`config.mk`:
```
export PLATFORM = sky130hd
export DESIGN_NAME = superframe_modulator
export DESIGN_NICKNAME = d
export VERILOG_FILES = /design/src/rtl/sfm_pkg.sv /design/src/rtl/sfm_scan_ctr.sv /design/src/rtl/sfm_cfg_regs.sv /design/src/rtl/sfm_level_cmp.sv /design/src/rtl/sfm_plane_lanes.sv /design/src/rtl/superframe_modulator.sv
export SDC_FILE = /design/constraint.sdc
export NUM_CORES = 1
export LEC_CHECK = 0
export ABC_AREA = 1
export BUFFER_PORTS_ARGS = -buffer_cell sky130_fd_sc_hd__buf_2
export CORE_MARGIN = 4
export CORE_UTILIZATION = 55
export CTS_CLUSTER_SIZE = 24
export DETAILED_ROUTE_END_ITERATION = 8
export PLACE_DENSITY = 0.84
export SYNTH_ARGS = -nofsm -noshare
export SYNTH_HDL_FRONTEND = slang
export SYNTH_SLANG_ARGS = --single-unit
```
`constraint.sdc`:
```
create_clock -name clk -period 10.94 [get_ports clk]
set_clock_uncertainty 0.05 [all_clocks]
set_input_delay 0.547 -clock clk [delete_from_list [all_inputs] [get_ports clk]]
set_output_delay 0.547 -clock clk [all_outputs]
set_load 0.02 [all_outputs]
```
`src/rtl/sfm_pkg.sv`:
```
package sfm_pkg;

  localparam int SUPER_LEN = 12;
  localparam int FRAME_W   = $clog2(SUPER_LEN);

  typedef enum logic {
    SCALE_ARITH = 1'b0,
    SCALE_GEO   = 1'b1
  } scale_e;

  // Frame-modulation decision for one pixel code in one frame of the super frame.
  function automatic logic frame_pattern(input logic [1:0] code,
                                         input scale_e sc,
                                         input logic [FRAME_W-1:0] fr);
    logic [FRAME_W-1:0] r3;
    logic on;
    r3 = fr % FRAME_W'(3);
    case (code)
      2'b11:   on = 1'b1;
      2'b10:   on = (sc == SCALE_GEO) ? ~fr[0] : (r3 != FRAME_W'(1));
      2'b01:   on = (sc == SCALE_GEO) ? (fr[1:0] == 2'b01) : (r3 == FRAME_W'(1));
      default: on = 1'b0;
    endcase
    return on;
  endfunction

endpackage

```
`src/rtl/sfm_scan_ctr.sv`:
```
module sfm_scan_ctr
  import sfm_pkg::*;
#(
  parameter int PH_W = 8,
  parameter int ROWS = 8,
  localparam int RW  = $clog2(ROWS)
) (
  input  logic               clk,
  input  logic               rst_n,
  input  logic               step_i,
  output logic [PH_W-1:0]    phase_o,
  output logic [RW-1:0]      row_o,
  output logic [FRAME_W-1:0] frame_o
);

  logic [PH_W-1:0]    phase_q;
  logic [RW-1:0]      row_q;
  logic [FRAME_W-1:0] frame_q;

  logic phase_last, row_last, frame_last;
  logic row_wrap, frame_wrap, super_wrap;

  assign phase_last = (phase_q == {PH_W{1'b1}});
  assign row_last   = (row_q == RW'(ROWS - 1));
  assign frame_last = (frame_q == FRAME_W'(SUPER_LEN - 1));

  // named scan events
  assign row_wrap   = step_i & phase_last;
  assign frame_wrap = row_wrap & row_last;
  assign super_wrap = frame_wrap & frame_last;

  always_ff @(posedge clk or negedge rst_n) begin
    if (!rst_n) begin
      phase_q <= '0;
      row_q   <= '0;
      frame_q <= '0;
    end else if (step_i) begin
      phase_q <= phase_q + 1'b1;
      if (phase_last) begin
        row_q <= row_last ? '0 : row_q + 1'b1;
        if (row_last) begin
          frame_q <= frame_last ? '0 : frame_q + 1'b1;
        end
      end
    end
  end

  assign phase_o = phase_q;
  assign row_o   = row_q;
  assign frame_o = frame_q;

  AST_FRAME_RANGE: assert property (@(posedge clk) disable iff (!rst_n)
    frame_q < FRAME_W'(SUPER_LEN));
  AST_ROW_ADVANCE: assert property (@(posedge clk) disable iff (!rst_n)
    (row_wrap && !row_last) |=> (row_q == $past(row_q) + 1'b1));
  AST_FRAME_ADVANCE: assert property (@(posedge clk) disable iff (!rst_n)
    (frame_wrap && !frame_last) |=> (frame_q == $past(frame_q) + 1'b1));
  AST_SUPER_WRAP: assert property (@(posedge clk) disable iff (!rst_n)
    super_wrap |=> (frame_q == '0) && (row_q == '0) && (phase_q == '0));
  AST_IDLE_HOLD: assert property (@(posedge clk) disable iff (!rst_n)
    !step_i |=> $stable(phase_q) && $stable(row_q) && $stable(frame_q));

endmodule

```
`src/rtl/sfm_cfg_regs.sv`:
```
module sfm_cfg_regs
  import sfm_pkg::*;
#(
  parameter int LVL_W     = 8,
  parameter int PANEL_RST = 128,
  parameter int DIGIT_RST = 255
) (
  input  logic             clk,
  input  logic             rst_n,
  input  logic             cfg_we_i,
  input  logic [LVL_W-1:0] panel_i,
  input  logic [LVL_W-1:0] dig0_i,
  input  logic [LVL_W-1:0] dig1_i,
  input  logic             red_geo_i,
  input  logic             grn_geo_i,
  output logic [LVL_W-1:0] panel_o,
  output logic [LVL_W-1:0] dig0_o,
  output logic [LVL_W-1:0] dig1_o,
  output scale_e           red_sc_o,
  output scale_e           grn_sc_o
);

  logic [LVL_W-1:0] panel_q, dig0_q, dig1_q;
  scale_e           red_sc_q, grn_sc_q;

  always_ff @(posedge clk or negedge rst_n) begin
    if (!rst_n) begin
      panel_q  <= LVL_W'(PANEL_RST);
      dig0_q   <= LVL_W'(DIGIT_RST);
      dig1_q   <= LVL_W'(DIGIT_RST);
      red_sc_q <= SCALE_ARITH;
      grn_sc_q <= SCALE_ARITH;
    end else if (cfg_we_i) begin
      panel_q  <= panel_i;
      dig0_q   <= dig0_i;
      dig1_q   <= dig1_i;
      red_sc_q <= scale_e'(red_geo_i);
      grn_sc_q <= scale_e'(grn_geo_i);
    end
  end

  assign panel_o  = panel_q;
  assign dig0_o   = dig0_q;
  assign dig1_o   = dig1_q;
  assign red_sc_o = red_sc_q;
  assign grn_sc_o = grn_sc_q;

  AST_CFG_HOLD: assert property (@(posedge clk) disable iff (!rst_n)
    !cfg_we_i |=> $stable(panel_q) && $stable(dig0_q) && $stable(dig1_q)
                  && $stable(red_sc_q) && $stable(grn_sc_q));
  AST_CFG_LOAD: assert property (@(posedge clk) disable iff (!rst_n)
    cfg_we_i |=> (panel_q == $past(panel_i)) && (dig0_q == $past(dig0_i))
                 && (dig1_q == $past(dig1_i)));

endmodule

```
`src/rtl/sfm_level_cmp.sv`:
```
module sfm_level_cmp #(
  parameter int LVL_W = 8
) (
  input  logic             clk,
  input  logic             rst_n,
  input  logic [LVL_W-1:0] phase_i,
  input  logic [LVL_W-1:0] panel_i,
  input  logic [LVL_W-1:0] dig0_i,
  input  logic [LVL_W-1:0] dig1_i,
  output logic             gate_o,
  output logic [1:0]       dgate_o
);

  // floor(panel * digit / 2^LVL_W)
  function automatic logic [LVL_W-1:0] scale_level(input logic [LVL_W-1:0] panel,
                                                   input logic [LVL_W-1:0] digit);
    logic [2*LVL_W-1:0] prod;
    prod = {{LVL_W{1'b0}}, panel} * {{LVL_W{1'b0}}, digit};
    return prod[2*LVL_W-1:LVL_W];
  endfunction

  logic [LVL_W-1:0] eff0, eff1;

  assign eff0       = scale_level(panel_i, dig0_i);
  assign eff1       = scale_level(panel_i, dig1_i);
  assign gate_o     = (phase_i < panel_i);
  assign dgate_o[0] = (phase_i < eff0);
  assign dgate_o[1] = (phase_i < eff1);

  AST_DIGIT_WITHIN_PANEL: assert property (@(posedge clk) disable iff (!rst_n)
    (|dgate_o) |-> gate_o);
  AST_ZERO_PANEL_DARK: assert property (@(posedge clk) disable iff (!rst_n)
    (panel_i == '0) |-> !gate_o && (dgate_o == 2'b00));

endmodule

```
`src/rtl/sfm_plane_lanes.sv`:
```
module sfm_plane_lanes
  import sfm_pkg::*;
#(
  parameter int COLS = 8
) (
  input  logic               clk,
  input  logic               rst_n,
  input  logic               two_bit_i,
  input  logic [2*COLS-1:0]  code_i,
  input  scale_e             scale_i,
  input  logic [FRAME_W-1:0] frame_i,
  input  logic               dgate_i,
  output logic [COLS-1:0]    en_o
);

  for (genvar c = 0; c < COLS; c++) begin : g_col
    logic [1:0] code_eff;
    logic       pat_on;

    // 1-bit mode: the low bit of the field stands for the whole code
    assign code_eff = two_bit_i ? code_i[2*c +: 2] : {2{code_i[2*c]}};
    assign pat_on   = frame_pattern(code_eff, scale_i, frame_i);
    assign en_o[c]  = pat_on & dgate_i;

    AST_CODE_OFF: assert property (@(posedge clk) disable iff (!rst_n)
      (code_eff == 2'b00) |-> !en_o[c]);
    AST_CODE_FULL: assert property (@(posedge clk) disable iff (!rst_n)
      ((code_eff == 2'b11) && dgate_i) |-> en_o[c]);
    AST_ONE_BIT_MODE: assert property (@(posedge clk) disable iff (!rst_n)
      (!two_bit_i && dgate_i) |-> (en_o[c] == code_i[2*c]));
  end

  AST_DARK_OUTSIDE_GATE: assert property (@(posedge clk) disable iff (!rst_n)
    !dgate_i |-> (en_o == '0));

endmodule

```
`src/rtl/superframe_modulator.sv`:
```
module superframe_modulator
  import sfm_pkg::*;
#(
  parameter int COLS      = 8,
  parameter int ROWS      = 8,
  parameter int LVL_W     = 8,
  parameter int PANEL_RST = 128,
  parameter int DIGIT_RST = 255
) (
  input  logic                     clk,
  input  logic                     rst_n,
  input  logic                     step_i,
  input  logic                     cfg_we_i,
  input  logic [LVL_W-1:0]         panel_lvl_i,
  input  logic [LVL_W-1:0]         dig0_scale_i,
  input  logic [LVL_W-1:0]         dig1_scale_i,
  input  logic                     red_geo_i,
  input  logic                     grn_geo_i,
  input  logic                     two_bit_i,
  input  logic [2*COLS-1:0]        red_code_i,
  input  logic [2*COLS-1:0]        grn_code_i,
  output logic [$clog2(ROWS)-1:0]  row_o,
  output logic [FRAME_W-1:0]       frame_o,
  output logic                     pwm_gate_o,
  output logic [COLS-1:0]          red_en_o,
  output logic [COLS-1:0]          grn_en_o
);

  logic [LVL_W-1:0]   phase;
  logic [FRAME_W-1:0] frame;
  logic [LVL_W-1:0]   panel, dig0, dig1;
  scale_e             red_sc, grn_sc;
  logic [1:0]         dgate;

  sfm_scan_ctr #(.PH_W(LVL_W), .ROWS(ROWS)) u_scan (
    .clk     (clk),
    .rst_n   (rst_n),
    .step_i  (step_i),
    .phase_o (phase),
    .row_o   (row_o),
    .frame_o (frame)
  );

  sfm_cfg_regs #(.LVL_W(LVL_W), .PANEL_RST(PANEL_RST), .DIGIT_RST(DIGIT_RST)) u_cfg (
    .clk       (clk),
    .rst_n     (rst_n),
    .cfg_we_i  (cfg_we_i),
    .panel_i   (panel_lvl_i),
    .dig0_i    (dig0_scale_i),
    .dig1_i    (dig1_scale_i),
    .red_geo_i (red_geo_i),
    .grn_geo_i (grn_geo_i),
    .panel_o   (panel),
    .dig0_o    (dig0),
    .dig1_o    (dig1),
    .red_sc_o  (red_sc),
    .grn_sc_o  (grn_sc)
  );

  sfm_level_cmp #(.LVL_W(LVL_W)) u_level (
    .clk     (clk),
    .rst_n   (rst_n),
    .phase_i (phase),
    .panel_i (panel),
    .dig0_i  (dig0),
    .dig1_i  (dig1),
    .gate_o  (pwm_gate_o),
    .dgate_o (dgate)
  );

  sfm_plane_lanes #(.COLS(COLS)) u_red (
    .clk       (clk),
    .rst_n     (rst_n),
    .two_bit_i (two_bit_i),
    .code_i    (red_code_i),
    .scale_i   (red_sc),
    .frame_i   (frame),
    .dgate_i   (dgate[0]),
    .en_o      (red_en_o)
  );

  sfm_plane_lanes #(.COLS(COLS)) u_grn (
    .clk       (clk),
    .rst_n     (rst_n),
    .two_bit_i (two_bit_i),
    .code_i    (grn_code_i),
    .scale_i   (grn_sc),
    .frame_i   (frame),
    .dgate_i   (dgate[1]),
    .en_o      (grn_en_o)
  );

  assign frame_o = frame;

  AST_ENABLE_NEEDS_GATE: assert property (@(posedge clk) disable iff (!rst_n)
    ((|red_en_o) || (|grn_en_o)) |-> pwm_gate_o);

endmodule

```
==> out/qor.csv, run 1 <==
stage,metric,value,unit
outcome,status,completed,
power_and_ir_drop,Leak,5.18,nW
setup_path,CP max stage delay,0.74,ns
sta,Setup TNS,0,ns
layout,layout net count,1302,
setup_path,Crit Path Class,reg -> out,
layout,Area Growth Syn to Fin,8.79,%
floorplan,Die Area,15200,um2
logic_synthesis,Cell variety after synth,36,
setup_path,worst r2r src,u_scan.phase_o[1]$_DFFE_PN0P_,
sta,count of final hold-check violations,0,
logic_synthesis,Synth Cell Area,7290,um2
route,1st-pass router iterations,6,
hold_path,Worst Hold Class,in -> async,
route,WL met2,7450,um
clock_tree,post-CTS setup buffer count,0,
sta,setup ws final,4.17,ns
setup_path,WP data arrival,6.17,ns
route,WL/cell,12.3,um
setup_path,worst reg2reg path endpoint,u_scan.frame_o[2]$_DFFE_PN0P_,
layout,most frequent cells in the layout,"nand2_1, inv_1, ha_1, buf_2, fa_1",
route,Met1 Wirelength,6630,um
route,drt total wl,15300,um
global_routing,global-route congestion overflow total,0,
floorplan,die height,123,um
sta,Slew HR,36.0,%
logic_synthesis,Post-Syn Area per Cell,7.15,um2
layout,Register Area,1050,um2
layout,"commonest non-fill, non-tap cell in the layout",nand2_1,
logic_synthesis,dominant cell type by area after synthesis,fa_1,
logic_synthesis,register area share after synthesis,14.4,%
global_routing,largest net degree at the start of global routing,42,
floorplan,area of the core,12800,um2
setup_path,Setup crit end kind,output port,
route,Final ANT Viol Nets,0,
setup_path,slowest cell on the critical path,dfrtp_1,
clock_tree,H-tree depth,2,
placed_design,gpl congestion,0.896,
power_and_ir_drop,peak supply drop,0.000164,V
layout,share of layout cells above drive strength 1,14.0,%
global_routing,global-route usage over all layers,22.3,%
global_routing,number of global-route vias before repair,6246,
flow_run,maxcap violations,0,
floorplan,I/O pins,87,
logic_synthesis,Synth Register Bits,41,
clock_tree,"Clk Latency, worst-skew pair",0.30,ns
route,DR vias/cell,4.92,
clock_tree,Root Driver,clkbuf_16,
clock_tree,"Reg clk slew, reported paths",0.06,ns
clock_tree,post-CTS sizing,0,
sta,crit share post-route,61.9,%
route,Detail Route met3 WL,945,um
setup_path,"most used cell, CP",nand2_1,
logic_synthesis,dominant cells by area after synthesis,"fa_1, ha_1, nand2_1",
clock_tree,CTS Sinks,41,
route,DR top layer,met4,
logic_synthesis,Synth Warn #,0,
sta,Final Max Slew Viols,0,
sta,min Tclk post-route,6.77,ns
clock_tree,TritonCTS clock tree,yes,
logic_synthesis,post-synth net total,1248,
setup_path,worst-path maximum fanout,17,
logic_synthesis,Yosys top cell area share,19.2,%
floorplan,die width,123,um
global_routing,first-pass GRT wire length,27500,um
clock_tree,Num CTS Buffers,5,
layout,Antenna diodes,0,
sta,worst slew pin tran,0.960,ns
setup_path,worst reg2reg setup slack,8.89,ns
sta,"Setup violations, final",0,
floorplan,Initial Utilization,57.1,%
route,Starting DRT DRC Count,460,
power_and_ir_drop,PD cells,193,nW/um2
sta,f_max,148,MHz
clock_tree,Longest Clk Path Bufs,2,
layout,multi-input logic area,5040,um2
placed_design,PortBufs,86,
floorplan,Core Rows,41,
route,DR vias,6135,
sta,RSZ-0062 raised after global routing,false,
clock_tree,# hold bufs at CTS,0,
setup_path,R2R cell count,9,
setup_path,worst path required time,10.34,ns
route,DRC,0,
global_routing,initial antenna violation count,0,
placed_design,Place WS,4.54,ns
setup_path,Critical Path Source Type,flop,
layout,Fillers,1111,
placed_design,HPWL after DPL,12400,um
logic_synthesis,Gate Count Post-Synth,1019,
[Yosys cell counts]
cell and count:
nand2_1 278, inv_1 277, ha_1 96, fa_1 70, nor2_1 34, clkbuf_1 32, nand3_1 31, a21oi_1 28
dfrtp_1 24, o21ai_0 24, mux2_2 18, nand3b_1 18, dfstp_2 17, xnor2_1 10, xor2_1 10, nand2_2 7
nand4_1 7, nand2_4 6, buf_2 4, a211oi_1 3, a21o_1 3, o21ai_1 3, buf_1 2, inv_2 2
nand3_4 2, nor2_2 2, o211ai_1 2, a21boi_0 1, a21oi_2 1, buf_4 1, nor3_1 1, o2111ai_1 1
o21a_1 1, o21ai_2 1, o21bai_1 1, o22ai_1 1
[power breakdown]
part           total, mW  switching, mW  internal, mW
logic               1.13          0.672         0.454
registers          0.245         0.0656         0.179
clock network      0.155         0.0695        0.0859
[kinds of logic (layout without fill, tap and decap cells)]
kind of cell | count (synthesis) | count (layout) | synth area share (%)
adder cells (fa/ha/maj) | 166 | 166 | 35.7
AO/OA/AOI/OAI | 70 | 70 | 5.36
AND/OR/NAND/NOR | 386 | 386 | 22.9
XOR/XNOR | 20 | 20 | 2.40
multiplexers | 18 | 18 | 2.78
flip-flops | 41 | 41 | 14.4
buffers and inverters | 318 | 373 | 16.5
[how the worst max path moves through the flow]
stage	startpoint	end	depth (start not counted)
4_1_cts	u_cfg.panel_o[3]$_DFFE_PN0P_	red_en_o[3]	31
2_1_floorplan	u_cfg.panel_o[2]$_DFFE_PN0P_	red_en_o[0]	32
6_report	u_cfg.panel_o[3]$_DFFE_PN0P_	red_en_o[3]	31
3_5_place_dp	u_cfg.panel_o[3]$_DFFE_PN0P_	red_en_o[3]	31
5_1_grt	u_cfg.panel_o[3]$_DFFE_PN0P_	red_en_o[3]	31
3_3_place_gp	u_cfg.panel_o[0]$_DFFE_PN0P_	red_en_o[4]	31
[state kept, by name (all words and copies together), names as in the netlist]
| name | cells |
|---|---|
| u_cfg.panel_o | 8 |
| u_scan.frame_o | 4 |
| u_cfg.red_sc_o | 1 |
| u_cfg.dig0_o | 8 |
| u_cfg.grn_sc_o | 1 |
| u_cfg.dig1_o | 8 |
| u_scan.phase_o | 8 |
| u_scan.row_o | 3 |
[layer usage]
| metal | vias to the layer above | global-route usage (%) |
|---|---|---|
| met5 | - | 0 |
| met4 | 0 | 4.98 |
| met3 | 15 | 4.07 |
| met2 | 164 | 39.0 |
| met1 | 2834 | 28.7 |
| li1 | 3122 | - |
[through the flow]
step | std cells | utilization, % | hold WS, ns | cell area (um2) | power, mW
floorplan | 1019 | - | 0.201 | 7290 | 1.10
global placement | 1238 | 60.9 | 0.450 | 7780 | 1.33
detailed placement | 1238 | 60.9 | 0.456 | 7780 | 1.37
CTS | 1246 | 62.1 | 0.382 | 7930 | 1.54
global route | 1246 | 62.1 | 0.430 | 7930 | 1.74
finish | 1246 | 62.1 | 0.353 | 7930 | 1.53
[cell type report]
class                           count  area share [%]
Tap cell                          172            2.71
Clock buffer                        5            1.58
Timing Repair Buffer               86            5.43
Multi-Input combinational cell    660            63.6
Inverter                          279            13.2
Sequential cell                    41            13.2
Clock inverter                      3           0.316
[critical path: cells and delay by family, from the launching register on]
| kind | cells | cell delay [ns] |
|---|---|---|
| AOI/OAI and AO/OA | 1 | 0.13 |
| and+or+nand+nor | 19 | 1.96 |
| DFF | 1 | 0.74 |
| buffers and inverters | 5 | 0.39 |
| adders and majority gates | 6 | 2.65 |
Note: power is estimated with default switching activity, not from simulation.
==> run 2, diff against run 1 <==
Settings changed: PLACE_DENSITY 0.84 to 0.87.
Clock period 10.94 ns to 5.95 ns, I/O delays scaled along.
==> run 2 against run 1 <==
Compared with the run above: setup slack got worse by 4.1 ns; utilization increased by 5.2 points; clock power increased by 100%; die area unchanged; combinational power increased by 140%; flip-flop and latch count unchanged; register-to-register slack got worse by 5.0 ns; critical path depth increased by 1; cell area increased by 8.4%; via count increased by 9.3%; sequential share of layout area decreased by 0.95 points; cell count increased by 3.1%; critical endpoint is now red_en_o[5]; largest cell class unchanged; largest power group unchanged; highest routed layer unchanged.
==> out/qor.csv, run 2 (synthesized netlist as in run 1, its figures left out) <==
stage,metric,value,unit
setup_path,CP max stage delay,0.57,ns
route,DR vias/cell,5.22,
sta,Slew HR,36.7,%
clock_tree,CTS Sinks,41,
floorplan,area of the core,12800,um2
hold_path,Worst Hold Class,in -> async,
route,1st-pass router iterations,5,
power_and_ir_drop,Sw Share,51.7,%
setup_path,Critical Path Source Type,flop,
sta,Setup TNS,0,ns
power_and_ir_drop,sequential fraction of design power,12.2,%
power_and_ir_drop,Power Internal,1.66,mW
route,Final ANT Viol Nets,0,
layout,Fillers,950,
sta,Final Max Slew Viols,0,
layout,"commonest non-fill, non-tap cell in the layout",inv_1,
setup_path,Setup crit end kind,output port,
global_routing,initial antenna violation count,0,
route,DRC,0,
floorplan,Core Rows,41,
clock_tree,Longest Clk Path Bufs,2,
global_routing,global-route usage over all layers,24.9,%
layout,Non-Filler Instances,1285,
floorplan,die width,123,um
outcome,status,completed,
placed_design,Inst Count DP,1266,
placed_design,HPWL after DPL,13900,um
clock_tree,"Clk Latency, worst-skew pair",0.29,ns
power_and_ir_drop,PD cells,400,nW/um2
sta,worst slew pin tran,0.949,ns
sta,min Tclk post-route,5.88,ns
sta,count of final hold-check violations,0,
power_and_ir_drop,Overall Power,3.44,mW
route,drt total wl,18600,um
setup_path,worst-path maximum fanout,7,
power_and_ir_drop,Leak,5.41,nW
setup_path,"most used cell, CP",nand2_2,
clock_tree,Num CTS Buffers,5,
route,WL/cell,14.4,um
clock_tree,TritonCTS clock tree,yes,
global_routing,first-pass GRT wire length,30600,um
global_routing,global-route congestion overflow total,0,
setup_path,Crit Path Class,reg -> out,
clock_tree,"Reg clk slew, reported paths",0.06,ns
sta,crit share post-route,98.9,%
global_routing,largest net degree at the start of global routing,42,
global_routing,number of global-route vias before repair,6801,
clock_tree,Root Driver,clkbuf_16,
clock_tree,H-tree depth,2,
route,DR vias,6704,
floorplan,die height,123,um
setup_path,slowest cell on the critical path,dfstp_2,
layout,Antenna diodes,0,
power_and_ir_drop,Net Switching,1.78,mW
setup_path,WP data arrival,5.54,ns
layout,share of layout cells above drive strength 1,21.7,%
placed_design,PortBufs,86,
sta,f_max,170,MHz
power_and_ir_drop,peak supply drop,0.000225,V
flow_run,maxcap violations,0,
power_and_ir_drop,combinational power share,78.7,%
floorplan,I/O pins,87,
floorplan,Die Area,15200,um2
layout,Area Growth Syn to Fin,18.0,%
sta,"Setup violations, final",0,
setup_path,worst path required time,5.60,ns
power_and_ir_drop,Clk pwr share,9.1,%
sta,RSZ-0062 raised after global routing,true,
floorplan,Initial Utilization,57.1,%
layout,layout net count,1341,
route,Starting DRT DRC Count,493,
layout,most frequent cells in the layout,"inv_1, nand2_1, ha_1, buf_2, fa_1",
placed_design,gpl congestion,0.897,
[run 2: changes by cell type in the layout (fill, tap and decap cells not counted), sizes merged]
| cell | before | now |
|---|---|---|
| inv | 280 | 279 |
| buf | 86 | 125 |
| bufinv | 0 | 1 |
[run 2: final cells by class]
type | count | area [um2] | area share (%)
Sequential cell | 41 | 1050 | 12.3
Multi-Input combinational cell | 660 | 5300 | 61.6
Inverter | 279 | 1050 | 12.2
Tap cell | 172 | 215 | 2.50
Clock inverter | 3 | 41.3 | 0.480
Clock buffer | 5 | 125 | 1.46
Timing Repair Buffer | 125 | 817 | 9.50
[run 2: per-stage QoR]
stage	hold WS [ns]	utilization, %	worst slack [ns]	area, um2
after CTS	0.144	64.8	0.0190	8280
after global routing	0.177	67.3	-0.227	8600
final	0.115	67.3	0.0655	8600
after floorplan	-0.0481	-	0.201	7290
after detailed placement	0.452	62.6	0.0877	7990
after global placement	0.444	62.6	0.201	7990
[run 2: worst paths after layout]
kind,end,slack [ns],start,cells past startpoint
worst max-delay path,red_en_o[5],0.07,u_cfg.dig0_o[2]$_DFFE_PN1P_,32
worst min-delay path,u_scan.phase_o[3]$_DFFE_PN0P_,0.11,rst_n,1
worst max register to register,u_scan.frame_o[2]$_DFFE_PN0P_,3.89,u_scan.phase_o[1]$_DFFE_PN0P_,9
worst min register to register,u_scan.row_o[2]$_DFFE_PN0P_,0.48,u_scan.row_o[2]$_DFFE_PN0P_,2
max in group asynchronous,u_cfg.panel_o[5]$_DFFE_PN0P_,5.09,rst_n,1
min in group clk,u_cfg.grn_sc_o$_DFFE_PN0P_,0.17,grn_geo_i,3
[run 2: repair_timing]
item                                    CTS  global route
pin swaps                                12            46
buffers inserted                          2             9
hold endpoints to repair                  0             0
gates resized for setup                  33            69
endpoints found under the setup margin   16            16
hold buffers                              0             0
[run 2: critical path, delay by kind of cell (launching register included)]
kind / cells / cell delay (ns)
flip-flops: 1 / 0.57
AND/OR/NAND/NOR: 19 / 1.53
adder cells (fa/ha/maj): 6 / 2.48
AO/OA/AOI/OAI: 2 / 0.32
buffers and inverters: 5 / 0.36
[run 2: metal layers]
metal / vias up / global-route usage (%) / share of wire (%)
li1: 3211 / - / -
met1: 3124 / 31.3 / 40
met2: 308 / 43.1 / 48
met3: 61 / 4.39 / 7.7
met4: 0 / 8.30 / 3.9
met5: - / 0 / 0
[run 2: power groups by stage]
stage | Sequential [mW] | Combinational [mW] | Clock (mW)
6_report | 0.421 | 2.71 | 0.312
5_1_grt | 0.424 | 3.05 | 0.329
4_1_cts | 0.418 | 2.33 | 0.314
3_5_place_dp | 0.419 | 2.15 | 0
3_3_place_gp | 0.417 | 2.05 | 0
2_1_floorplan | 0.369 | 1.65 | 0
==> run 3, diff against run 2 <==
Settings changed: SETUP_SLACK_MARGIN set to 0.2.
==> run 3 against run 2 <==
Compared with the run above: power up 3.0%; largest cell class unchanged; largest power group unchanged; register-to-register slack about the same; die area unchanged; cell count up 0.62%; highest routed layer unchanged; critical path depth down 7; first-iteration DRC count up 2.8%; critical endpoint is now red_en_o[3]; clock power about the same.
==> out/qor.csv, run 3 (synthesized netlist as in run 1, its figures left out) <==
stage,metric,value,unit
setup_path,WP data arrival,5.44,ns
clock_tree,TritonCTS clock tree,yes,
route,Final ANT Viol Nets,0,
sta,Final Max Slew Viols,0,
floorplan,Die Area,15200,um2
clock_tree,Num CTS Buffers,5,
hold_path,Worst Hold Class,in -> async,
route,DRC,0,
setup_path,worst r2r src,u_scan.phase_o[1]$_DFFE_PN0P_,
sta,"Setup violations, final",0,
power_and_ir_drop,combinational power share,79.2,%
layout,layout net count,1349,
setup_path,worst-path maximum fanout,8,
layout,Fillers,926,
route,DR vias,6804,
layout,share of layout cells above drive strength 1,23.8,%
layout,"commonest non-fill, non-tap cell in the layout",inv_1,
floorplan,Initial Utilization,57.1,%
power_and_ir_drop,Net Switching,1.82,mW
layout,Area Growth Syn to Fin,19.9,%
placed_design,Inst Count DP,1266,
route,drt total wl,19400,um
floorplan,die width,123,um
setup_path,Crit Path Class,reg -> out,
setup_path,Setup crit end kind,output port,
floorplan,die height,123,um
floorplan,Core Rows,41,
sta,Slew HR,36.4,%
clock_tree,# hold bufs at CTS,0,
route,WL/cell,15.0,um
sta,worst slew pin tran,0.955,ns
power_and_ir_drop,peak supply drop,0.000307,V
clock_tree,Root Driver,clkbuf_16,
layout,multi-input logic area,5350,um2
power_and_ir_drop,Sw Share,51.4,%
floorplan,I/O pins,87,
layout,Register Area,1050,um2
global_routing,initial antenna violation count,0,
sta,RSZ-0062 raised after global routing,true,
global_routing,largest net degree at the start of global routing,42,
power_and_ir_drop,sequential fraction of design power,12.0,%
power_and_ir_drop,Clk pwr share,8.9,%
power_and_ir_drop,Leak,5.45,nW
sta,crit share post-route,97.3,%
layout,Antenna diodes,0,
placed_design,PortBufs,86,
clock_tree,H-tree depth,2,
sta,f_max,173,MHz
route,1st-pass router iterations,5,
sta,count of final hold-check violations,0,
placed_design,gpl congestion,0.897,
layout,most frequent cells in the layout,"inv_1, nand2_1, ha_1, buf_2, fa_1",
clock_tree,"Reg clk slew, reported paths",0.07,ns
setup_path,start point of the critical path,u_cfg.dig0_o[5]$_DFFE_PN1P_,
clock_tree,Longest Clk Path Bufs,2,
layout,Non-Filler Instances,1293,
outcome,status,completed,
setup_path,Critical Path Source Type,flop,
route,DR vias/cell,5.26,
power_and_ir_drop,PD cells,406,nW/um2
route,Starting DRT DRC Count,507,
power_and_ir_drop,Power Internal,1.72,mW
clock_tree,"Clk Latency, worst-skew pair",0.29,ns
global_routing,global-route usage over all layers,25.5,%
global_routing,first-pass GRT wire length,31200,um
clock_tree,CTS Sinks,41,
sta,min Tclk post-route,5.79,ns
flow_run,maxcap violations,0,
setup_path,worst path required time,5.60,ns
power_and_ir_drop,Overall Power,3.55,mW
sta,Setup TNS,0,ns
global_routing,global-route congestion overflow total,0,
placed_design,HPWL after DPL,13900,um
global_routing,number of global-route vias before repair,6906,
floorplan,area of the core,12800,um2
==> run 3: changes by cell type in the layout (fill, tap and decap cells not counted), sizes merged <==
| cell | delta |
|---|---|
| buf | +8 |
==> run 3: final timing paths <==
kind / end / slack [ns] / depth (start not counted)
max reg2reg: u_scan.frame_o[2]$_DFFE_PN0P_ / 3.90 / 9
min reg2reg: u_scan.phase_o[0]$_DFFE_PN0P_ / 0.47 / 1
max: red_en_o[3] / 0.16 / 25
max in group asynchronous: u_cfg.panel_o[6]$_DFFE_PN0P_ / 5.08 / 1
min: u_scan.phase_o[3]$_DFFE_PN0P_ / 0.12 / 1
min in group clk: u_cfg.red_sc_o$_DFFE_PN0P_ / 0.17 / 3
==> run 3: critical path: stages (launching register included) <==
cell and delay [ns]:
dfstp_2 0.54, buf_4 0.18, nand2_1 0.09, inv_1 0.10, fa_1 0.46, fa_1 0.54
fa_1 0.59, inv_1 0.09, fa_1 0.55, inv_1 0.05, ha_1 0.32, nand2_2 0.10
nand2_4 0.07, nand2_4 0.08, nand2_4 0.07, nand2_2 0.08, nand2_1 0.07, nand2_1 0.08
nand2_1 0.09, ha_4 0.28, nand2_2 0.06, nor2_2 0.15, nand2_1 0.15, nand2_8 0.18
nor2_4 0.05, buf_6 0.12
==> run 3: routing by layer <==
| metal | up-vias | share of wire [%] | global-route usage, % |
|---|---|---|---|
| li1 | 3217 | - | - |
| met4 | 0 | 5.3 | 9.41 |
| met1 | 3186 | 39 | 32.0 |
| met2 | 321 | 48 | 44.1 |
| met5 | - | 0 | 0 |
| met3 | 80 | 8.0 | 4.12 |
==> run 3: timing repair <==
action,CTS,global route
resized for setup,59,68
buffers inserted,14,5
setup endpoints to repair,16,16
pin swaps,45,49
==> run 3: area by class of cell <==
| class | instances | share of cell area, % |
|---|---|---|
| tap | 172 | 2.46 |
| clock buffer | 5 | 1.43 |
| inverter | 279 | 12.0 |
| sequential | 41 | 12.1 |
| multi-input combinational | 660 | 61.3 |
| clock inverter | 3 | 0.473 |
| timing repair buffer | 133 | 10.3 |
==> run 3: power groups by stage <==
stage,clock [mW],sequential (mW),combinational (mW)
2_1_floorplan,0,0.369,1.65
3_3_place_gp,0,0.417,2.05
3_5_place_dp,0,0.419,2.15
4_1_cts,0.314,0.418,2.47
5_1_grt,0.328,0.426,3.16
6_report,0.315,0.424,2.81
==> run 3: stage by stage <==
stage / utilization [%] / cell area [um2] / setup slack (ns) / hold slack (ns)
3_3_place_gp: 62.6 / 7990 / 0.201 / 0.444
2_1_floorplan: - / 7290 / 0.201 / -0.0481
4_1_cts: 66.1 / 8450 / 0.173 / 0.143
5_1_grt: 68.4 / 8740 / -0.103 / 0.177
6_report: 68.4 / 8740 / 0.160 / 0.117
3_5_place_dp: 62.6 / 7990 / 0.0877 / 0.452
